**src/rtl/seq_pkg.sv**
```systemverilog
package seq_pkg;
  typedef enum logic [1:0] {
    ST_IDLE = 2'd0,
    ST_RUN  = 2'd1,
    ST_DONE = 2'd2
  } seq_state_t;

  localparam logic [1:0] AUX_NONE  = 2'd0;
  localparam logic [1:0] AUX_PULSE = 2'd1;
  localparam logic [1:0] AUX_LEVEL = 2'd2;
  localparam logic [1:0] AUX_MUTE  = 2'd3;
endpackage

```
**src/rtl/seq_aux_sync.sv**
```systemverilog
module seq_aux_sync (
  input  logic clk,
  input  logic rst_n,
  input  logic aux_in,
  output logic aux_lvl,
  output logic aux_rise
);
  logic meta_q, lvl_q, prev_q;

  always_ff @(posedge clk or negedge rst_n) begin
    if (!rst_n) begin
      meta_q <= 1'b0;
      lvl_q  <= 1'b0;
      prev_q <= 1'b0;
    end else begin
      meta_q <= aux_in;
      lvl_q  <= meta_q;
      prev_q <= lvl_q;
    end
  end

  assign aux_lvl  = lvl_q;
  assign aux_rise = lvl_q & ~prev_q;

  AST_RISE_SINGLE: assert property (@(posedge clk) disable iff (!rst_n)
    aux_rise |=> !aux_rise);
endmodule

```
**src/rtl/seq_bit_store.sv**
```systemverilog
module seq_bit_store #(
  parameter int WORD_W   = 32,
  parameter int MEM_BITS = 2048,
  localparam int DEPTH   = MEM_BITS / WORD_W,
  localparam int OFS_W   = $clog2(WORD_W),
  localparam int BA_W    = $clog2(MEM_BITS),
  localparam int WA_W    = BA_W - OFS_W
) (
  input  logic              clk,
  input  logic              wr_en,
  input  logic [WA_W-1:0]   wr_addr,
  input  logic [WORD_W-1:0] wr_data,
  input  logic [BA_W-1:0]   rd_addr,
  output logic              rd_bit
);
  logic [WORD_W-1:0] mem_q [DEPTH];

  always_ff @(posedge clk) begin
    if (wr_en) mem_q[wr_addr] <= wr_data;
  end

  assign rd_bit = mem_q[rd_addr[BA_W-1:OFS_W]][rd_addr[OFS_W-1:0]];
endmodule

```
**src/rtl/seq_block_map.sv**
```systemverilog
module seq_block_map #(
  parameter int MEM_BITS = 2048,
  parameter int GRAN     = 512,
  parameter int NBLK     = 4,
  localparam int BA_W    = $clog2(MEM_BITS),
  localparam int LB_W    = BA_W + 1,
  localparam int LEN_W   = $clog2(MEM_BITS / GRAN + 1)
) (
  input  logic [NBLK*LEN_W-1:0] cfg_blk_len,
  output logic [NBLK*BA_W-1:0]  blk_base_flat,
  output logic [NBLK*LB_W-1:0]  blk_bits_flat
);
  logic [LB_W-1:0] bits_w [NBLK];
  logic [BA_W-1:0] base_w [NBLK];

  for (genvar g = 0; g < NBLK; g++) begin : g_blk
    assign bits_w[g] = LB_W'(cfg_blk_len[g*LEN_W +: LEN_W]) * LB_W'(GRAN);
    if (g == 0) begin : g_first
      assign base_w[g] = '0;
    end else begin : g_next
      assign base_w[g] = base_w[g-1] + BA_W'(bits_w[g-1]);
    end
    assign blk_base_flat[g*BA_W +: BA_W] = base_w[g];
    assign blk_bits_flat[g*LB_W +: LB_W] = bits_w[g];
  end
endmodule

```
**src/rtl/seq_ctrl.sv**
```systemverilog
module seq_ctrl
  import seq_pkg::*;
#(
  parameter int MEM_BITS = 2048,
  parameter int GRAN     = 512,
  parameter int NBLK     = 4,
  parameter int CNT_W    = 16,
  localparam int BA_W    = $clog2(MEM_BITS),
  localparam int LB_W    = BA_W + 1,
  localparam int LEN_W   = $clog2(MEM_BITS / GRAN + 1),
  localparam int BLK_W   = $clog2(NBLK),
  localparam int HALF    = MEM_BITS / 2
) (
  input  logic                  clk,
  input  logic                  rst_n,
  input  logic                  cmd_start,
  input  logic                  cmd_stop,
  input  logic                  aux_lvl,
  input  logic                  aux_rise,
  input  logic                  cfg_start_aux,
  input  logic                  cfg_alt_en,
  input  logic [1:0]            cfg_aux_mode,
  input  logic                  cfg_oneshot,
  input  logic [BLK_W-1:0]      cfg_last_blk,
  input  logic                  cfg_loop_en,
  input  logic [BLK_W-1:0]      cfg_loop_first,
  input  logic [BLK_W-1:0]      cfg_loop_last,
  input  logic [CNT_W-1:0]      cfg_loop_cnt,
  input  logic                  cfg_loop_inf,
  input  logic [LEN_W-1:0]      cfg_alt_len,
  input  logic [NBLK*BA_W-1:0]  blk_base_flat,
  input  logic [NBLK*LB_W-1:0]  blk_bits_flat,
  input  logic                  out_ready,
  output logic [BA_W-1:0]       rd_addr,
  output logic                  busy,
  output logic                  done,
  output logic [BLK_W-1:0]      cur_blk,
  output logic                  cur_half
);
  seq_state_t      st;
  logic [BA_W-1:0]  off;
  logic [BLK_W-1:0] blk;
  logic [CNT_W-1:0] iter;
  logic             half, tgt, req, alt_q;

  logic [BA_W-1:0] base_arr [NBLK];
  logic [LB_W-1:0] bits_arr [NBLK];
  for (genvar g = 0; g < NBLK; g++) begin : g_unpack
    assign base_arr[g] = blk_base_flat[g*BA_W +: BA_W];
    assign bits_arr[g] = blk_bits_flat[g*LB_W +: LB_W];
  end

  logic [LB_W-1:0]  cur_len;
  logic             at_end, fire, start_trig, loop_again, next_half;
  logic [CNT_W-1:0] cnt_eff;

  assign cur_len    = alt_q ? (LB_W'(cfg_alt_len) * LB_W'(GRAN)) : bits_arr[blk];
  assign at_end     = ({1'b0, off} + LB_W'(1)) >= cur_len;
  assign fire       = (st == ST_RUN) && out_ready;
  assign start_trig = cmd_start | (cfg_start_aux & aux_rise);
  assign cnt_eff    = (cfg_loop_cnt == '0) ? CNT_W'(1) : cfg_loop_cnt;
  assign loop_again = cfg_loop_en && (blk == cfg_loop_last) &&
                      (cfg_loop_inf || (({1'b0, iter} + (CNT_W+1)'(1)) < {1'b0, cnt_eff}));

  always_comb begin
    case (cfg_aux_mode)
      AUX_PULSE: next_half = cfg_oneshot ? (!half && (req || aux_rise)) : (tgt ^ aux_rise);
      AUX_LEVEL: next_half = aux_lvl;
      default:   next_half = 1'b0;
    endcase
  end

  always_comb begin
    if (alt_q) rd_addr = (half ? BA_W'(HALF) : '0) + off;
    else       rd_addr = base_arr[blk] + off;
  end

  always_ff @(posedge clk or negedge rst_n) begin
    if (!rst_n) begin
      st    <= ST_IDLE;
      off   <= '0;
      blk   <= '0;
      iter  <= '0;
      half  <= 1'b0;
      tgt   <= 1'b0;
      req   <= 1'b0;
      alt_q <= 1'b0;
    end else if (cmd_stop) begin
      st <= ST_IDLE;
    end else if (st != ST_RUN) begin
      if (start_trig) begin
        st    <= ST_RUN;
        off   <= '0;
        blk   <= '0;
        iter  <= '0;
        half  <= 1'b0;
        tgt   <= 1'b0;
        req   <= 1'b0;
        alt_q <= cfg_alt_en;
      end
    end else begin
      if (aux_rise) begin
        tgt <= ~tgt;
        req <= 1'b1;
      end
      if (fire) begin
        if (!at_end) begin
          off <= off + BA_W'(1);
        end else begin
          off <= '0;
          if (alt_q) begin
            half <= next_half;
            if (!half && next_half) req <= 1'b0;
          end else if (loop_again) begin
            blk  <= cfg_loop_first;
            iter <= iter + CNT_W'(1);
          end else if (blk == cfg_last_blk) begin
            st <= ST_DONE;
          end else begin
            blk <= blk + BLK_W'(1);
          end
        end
      end
    end
  end

  assign busy     = (st == ST_RUN);
  assign done     = (st == ST_DONE);
  assign cur_blk  = blk;
  assign cur_half = half;

  AST_HOLD_STALL: assert property (@(posedge clk) disable iff (!rst_n)
    (st == ST_RUN && !out_ready && !cmd_stop) |=> ($stable(off) && $stable(blk) && $stable(half)));
  AST_HALF_AT_END: assert property (@(posedge clk) disable iff (!rst_n)
    (st == ST_RUN && !(fire && at_end) && !cmd_stop) |=> $stable(half));
  AST_BLK_RANGE: assert property (@(posedge clk) disable iff (!rst_n)
    (st == ST_RUN && !alt_q) |-> (blk <= cfg_last_blk));
  AST_ITER_LIMIT: assert property (@(posedge clk) disable iff (!rst_n)
    (st == ST_RUN && !alt_q && cfg_loop_en && !cfg_loop_inf && cfg_loop_cnt != '0) |-> (iter < cfg_loop_cnt));
endmodule

```
**src/rtl/pseq_top.sv**
```systemverilog
module pseq_top
  import seq_pkg::*;
#(
  parameter int WORD_W   = 32,
  parameter int MEM_BITS = 2048,
  parameter int GRAN     = 512,
  parameter int NBLK     = 4,
  parameter int CNT_W    = 16,
  localparam int BA_W    = $clog2(MEM_BITS),
  localparam int LB_W    = BA_W + 1,
  localparam int WA_W    = BA_W - $clog2(WORD_W),
  localparam int LEN_W   = $clog2(MEM_BITS / GRAN + 1),
  localparam int BLK_W   = $clog2(NBLK)
) (
  input  logic                  clk,
  input  logic                  rst_n,
  input  logic                  wr_valid,
  output logic                  wr_ready,
  input  logic [WA_W-1:0]       wr_addr,
  input  logic [WORD_W-1:0]     wr_data,
  input  logic                  cmd_start,
  input  logic                  cmd_stop,
  input  logic                  aux_in,
  input  logic                  cfg_start_aux,
  input  logic                  cfg_alt_en,
  input  logic [1:0]            cfg_aux_mode,
  input  logic                  cfg_oneshot,
  input  logic [BLK_W-1:0]      cfg_last_blk,
  input  logic [NBLK*LEN_W-1:0] cfg_blk_len,
  input  logic                  cfg_loop_en,
  input  logic [BLK_W-1:0]      cfg_loop_first,
  input  logic [BLK_W-1:0]      cfg_loop_last,
  input  logic [CNT_W-1:0]      cfg_loop_cnt,
  input  logic                  cfg_loop_inf,
  input  logic [LEN_W-1:0]      cfg_alt_len,
  output logic                  out_valid,
  input  logic                  out_ready,
  output logic                  out_bit,
  output logic                  busy,
  output logic                  done,
  output logic [BLK_W-1:0]      cur_blk,
  output logic                  cur_half
);
  logic                 aux_lvl, aux_rise, rd_bit, mute, run;
  logic [BA_W-1:0]      rd_addr;
  logic [NBLK*BA_W-1:0] base_flat;
  logic [NBLK*LB_W-1:0] bits_flat;

  seq_aux_sync u_sync (
    .clk(clk), .rst_n(rst_n), .aux_in(aux_in),
    .aux_lvl(aux_lvl), .aux_rise(aux_rise)
  );

  seq_block_map #(.MEM_BITS(MEM_BITS), .GRAN(GRAN), .NBLK(NBLK)) u_map (
    .cfg_blk_len(cfg_blk_len), .blk_base_flat(base_flat), .blk_bits_flat(bits_flat)
  );

  seq_bit_store #(.WORD_W(WORD_W), .MEM_BITS(MEM_BITS)) u_mem (
    .clk(clk), .wr_en(wr_valid & wr_ready), .wr_addr(wr_addr),
    .wr_data(wr_data), .rd_addr(rd_addr), .rd_bit(rd_bit)
  );

  seq_ctrl #(.MEM_BITS(MEM_BITS), .GRAN(GRAN), .NBLK(NBLK), .CNT_W(CNT_W)) u_ctrl (
    .clk(clk), .rst_n(rst_n), .cmd_start(cmd_start), .cmd_stop(cmd_stop),
    .aux_lvl(aux_lvl), .aux_rise(aux_rise), .cfg_start_aux(cfg_start_aux),
    .cfg_alt_en(cfg_alt_en), .cfg_aux_mode(cfg_aux_mode), .cfg_oneshot(cfg_oneshot),
    .cfg_last_blk(cfg_last_blk), .cfg_loop_en(cfg_loop_en),
    .cfg_loop_first(cfg_loop_first), .cfg_loop_last(cfg_loop_last),
    .cfg_loop_cnt(cfg_loop_cnt), .cfg_loop_inf(cfg_loop_inf), .cfg_alt_len(cfg_alt_len),
    .blk_base_flat(base_flat), .blk_bits_flat(bits_flat), .out_ready(out_ready),
    .rd_addr(rd_addr), .busy(run), .done(done), .cur_blk(cur_blk), .cur_half(cur_half)
  );

  assign mute      = !cfg_alt_en && (cfg_aux_mode == AUX_MUTE) && aux_lvl;
  assign busy      = run;
  assign out_valid = run;
  assign out_bit   = run & rd_bit & ~mute;
  assign wr_ready  = ~run;

  AST_DONE_SILENT: assert property (@(posedge clk) disable iff (!rst_n)
    done |-> (!out_valid && !out_bit));
  AST_MUTE_ZERO: assert property (@(posedge clk) disable iff (!rst_n)
    (!cfg_alt_en && cfg_aux_mode == AUX_MUTE && aux_lvl) |-> !out_bit);
endmodule

```
**config.mk**
```make
export PLATFORM = sky130hd
export DESIGN_NAME = pseq_top
export DESIGN_NICKNAME = d
export VERILOG_FILES = /design/src/rtl/seq_pkg.sv /design/src/rtl/seq_aux_sync.sv /design/src/rtl/seq_bit_store.sv /design/src/rtl/seq_block_map.sv /design/src/rtl/seq_ctrl.sv /design/src/rtl/pseq_top.sv
export SDC_FILE = /design/constraint.sdc
export NUM_CORES = 2
export LEC_CHECK = 0
export BUFFER_PORTS_ARGS = -buffer_cell sky130_fd_sc_hd__buf_2
export CORE_AREA = 3 3 502 305
export DETAILED_ROUTE_END_ITERATION = 10
export DIE_AREA = 0 0 505 308
export PLACE_DENSITY = 0.81
export SYNTH_ARGS = -nofsm -noshare
export SYNTH_HDL_FRONTEND = slang
export SYNTH_SLANG_ARGS = --single-unit
```
**constraint.sdc**
```tcl
create_clock -name clk -period 11.9 [get_ports clk]
set_input_delay 1.19 -clock clk [delete_from_list [all_inputs] [get_ports clk]]
set_output_delay 1.19 -clock clk [all_outputs]
set_load 0.05 [all_outputs]
```
==> flow_summary_export.csv <==
group,metric,value,unit
outcome,status,"finished clean",
floorplan,coreArea,0.1492,mm2
drt,drt-initial-drc-count,8100,
flow_run,cap_violations,0,
global_routing,grt-ovfl-total,0,
clocking,htreeDepth,4,
timing,slew_viol_final,0,
drt,routedWlPerCell,37.90,um
placed_design,dp.cells,5657,
yosys,synth_largest_area_cell,"edfxtp_1",
yosys,syn_nets,3748,
floorplan,die-area,0.1555,mm2
yosys,postSynthCellCount,3633,
placed_design,port_buffers,96,
floorplan,ioPinCount,97,
worst_setup_path,cpPeakStageDelay,0.93,ns
yosys,async_reset_ff_share,1.822,%
yosys,yosys_warnings,0,
timing,hold_viol,0,
timing,finalClockSkew,0.03079,ns
yosys,synth.avg_cell_area,22.49,um2
timing,timing.final.ws_setup,3.897,ns
global_routing,grt_use_total,29.18,%
timing,finalSetupTns,0,ns
floorplan,initial_core_util,54.77,%
global_routing,grt_pass1_vias,41400,
timing,setup_viol,0,
power,leakage,27.20,nW
power,ir_worst_vdd,0.1677,mV
timing,timing.fmax,125.0,MHz
finish,layout-drive-gt1-share,28.02,%
worst_setup_path,cp_cell_sequence,"buf_2 > ha_1 > ha_1 > mux2i_1 > nor2_1 > a21oi_1 > nor2_1 > ha_4 > xor2_1 > a2111oi_0 > a211o_1 > nor2_1 > mux2_2 > a211oi_1 > nor3_1 > o22ai_1 > o31ai_1 > buf_2",
placed_design,dpl_worst_slack,4.103,ns
placed_design,gp_congestion,0.9483,
drt,antenna_left,0,
power,total_power,13.93,mW
drt,vias_per_cell,7.125,
worst_setup_path,critPathKind,"in2out",
floorplan,rows,110,
worst_setup_path,start_kind,"input port",
yosys,synth-edff-count,2048,
clocking,cts_tree,"built",
clocking,cts_sinks,2086,
finish,finalNetCount,3929,
yosys,synth.cell_area,0.08171,mm2
yosys,synth_ff_type,"edfxtp_1",
drt,first_pass_iters,9,
yosys,ys_seq_area_share,76.43,%
timing,finalCriticalPeriod,8.003,ns
min_path,hold_path.class,"reg2reg",
global_routing,antenna_found_initial,25,
worst_setup_path,crit_top_cell,"nor2_1",
yosys,ys_top_cells_by_area,"edfxtp_1 (75%), mux4_2 (16%), dfrtp_1 (1.2%)",
power,power_density,154.3,mW/mm2
clocking,clk_pin_slew,0.06,ns
worst_setup_path,crit_slowest_cell,"nor2_1",
drt,vias,42520,
timing,rsz0062_at_grt,"false",
clocking,clock_path_buffers,3,
clocking,post_cts_buffers,0,
clocking,postCtsResizedCells,0,
yosys,synthDistinctLibCells,72,
drt,routed_wirelength,226.1,mm
timing,worst_pin_slew,1.414,ns
global_routing,grt_first_pass_wirelength,318.2,mm
worst_setup_path,cp-end-kind,"output port",
worst_setup_path,cp_max_fo,12,
floorplan,die_h,308,um
timing,timing.slew.headroom,5.731,%
yosys,ys_ff_latch,2086,
timing,period_share,67.25,%
drt,drc,0,
yosys,yosysTopAreaCellShare,75.26,%
clocking,clock_latency,0.80,ns
finish,area_growth,10.48,%
clocking,cts_root_buf,"clkbuf_16",
worst_setup_path,crit_required,10.71,ns
placed_design,hpwlAfterDp,123.7,mm
finish,fin_cells,5967,
global_routing,grt_max_degree,118,
clocking,cts_hold_buf,0,
clocking,cts_made_buffers,171,
floorplan,die_w,505,um
worst_setup_path,arrival,6.81,ns
-- flip-flops by register name, indices dropped and copies added, names as in the netlist, 2 cells and up --
name,flops
u_mem.mem_q,2048
u_ctrl.iter,16
u_ctrl.off,11
u_ctrl.cur_blk,2
u_ctrl.st,2
-- cells in the mapped netlist (4+ instances only) --
cell type	number
nand2b_1	12
a21o_1	12
ha_1	26
or2_2	5
nor3_1	12
o21ai_0	34
a211o_1	4
mux4_2	591
nor2_1	120
buf_1	21
inv_1	48
nand3_1	30
o211ai_1	8
a21oi_1	33
buf_6	24
buf_4	26
xnor2_1	17
o22ai_1	16
nor3b_1	4
edfxtp_1	2048
or3_1	10
a22o_1	17
mux2_2	6
and2_1	5
dfrtp_1	38
and3_1	10
clkbuf_1	76
o31ai_1	9
a221oi_1	15
nand4_1	22
a22oi_1	32
a211oi_1	8
a31oi_1	9
buf_2	48
xor2_1	7
nand2_1	76
nor4_1	4
mux2i_1	61
nor2b_1	14
o221ai_1	27
-- cell type report --
class,instances,area (um2)
diodes,7,17.52
clock buffers,217,4537
clock inverters,86,686.9
fillers,9831,58920
inverters,49,183.9
multi-input cells,1303,18520
flip-flops and latches,2086,62460
well taps,2016,2522
repair buffers,203,1346
-- through the flow --
stage / utilization [%] / hold slack [ns] / area (um2)
after floorplan: - / 0.3312 / 81710
after global placement: 57.00 / 0.3456 / 85040
after global routing: 60.50 / 0.3581 / 90270
final: 60.51 / 0.3531 / 90280
after detailed placement: 57.00 / 0.3404 / 85040
after CTS: 60.50 / 0.3553 / 90260
-- power breakdown --
group	internal (mW)	switching (mW)	leakage, nW
registers	8.09	0.0170	18.9
clock network	2.90	2.60	2.54
logic	0.0688	0.261	5.73
-- cell families (layout without fill, tap and decap cells) --
logic type / Yosys count / after routing / synth area share (%)
other: 0 / 7 / 0
DFF: 2086 / 2086 / 76.43
and+or+nand+nor: 335 / 335 / 1.938
AOI/OAI and AO/OA: 259 / 259 / 2.300
xor gates and xnor gates: 25 / 25 / 0.2848
muxes: 658 / 658 / 17.12
adders and majority gates: 26 / 26 / 0.3981
buffers and inverters: 244 / 555 / 1.534
-- final timing paths --
check,from,to,slack (ns),cells after the start
worst max-delay path,cfg_blk_len[0],out_bit,3.90,18
worst min-delay path,u_sync.meta_q$_DFF_PN0_,u_sync.aux_lvl$_DFF_PN0_,0.35,0
worst max register to register,u_ctrl.off[7]$_DFFE_PN0P_,u_ctrl.iter[2]$_DFFE_PN0P_,6.64,13
worst min register to register,u_sync.meta_q$_DFF_PN0_,u_sync.aux_lvl$_DFF_PN0_,0.35,0
max in group asynchronous,rst_n,u_ctrl.off[6]$_DFFE_PN0P_,10.70,1
min in group asynchronous,rst_n,u_ctrl.cur_blk[0]$_DFFE_PN0P_,0.52,1
-- worst max-delay path: cells and delay by family --
family	cells	cell delay [ns]
muxes	2	0.45
AOI/OAI and AO/OA	6	1.95
buffers and inverters	2	0.53
and+or+nand+nor	4	1.41
xor gates and xnor gates	1	0.50
adders and majority gates	3	0.75
-- layer usage --
metal	routed length, um	vias up	share of wire, %	global-route usage (%)
met5	138	-	0.061	0
met4	7101	20	3.1	8.856
met3	40530	560	18	12.81
met2	97910	4136	43	40.81
met1	80440	21960	36	41.89
li1	-	15840	-	-
-- cells in the final DEF, fill, tap and decap left out, drive strengths merged, types with 13 or more instances in the layout --
master,synthesis,final
a21oi,34,34
a221oi,15,15
a22o,17,17
a22oi,32,32
buf,119,203
clkbuf,76,217
clkinv,1,69
dfrtp,38,38
edfxtp,2048,2048
ha,26,26
inv,48,54
mux2i,61,61
mux4,591,591
nand2,77,77
nand3,30,30
nand4,22,22
nor2,120,120
nor2b,14,14
nor3,13,13
o21ai,36,36
o221ai,27,27
o22ai,16,16
xnor2,17,17
Note: power is estimated with default switching activity, not from simulation.
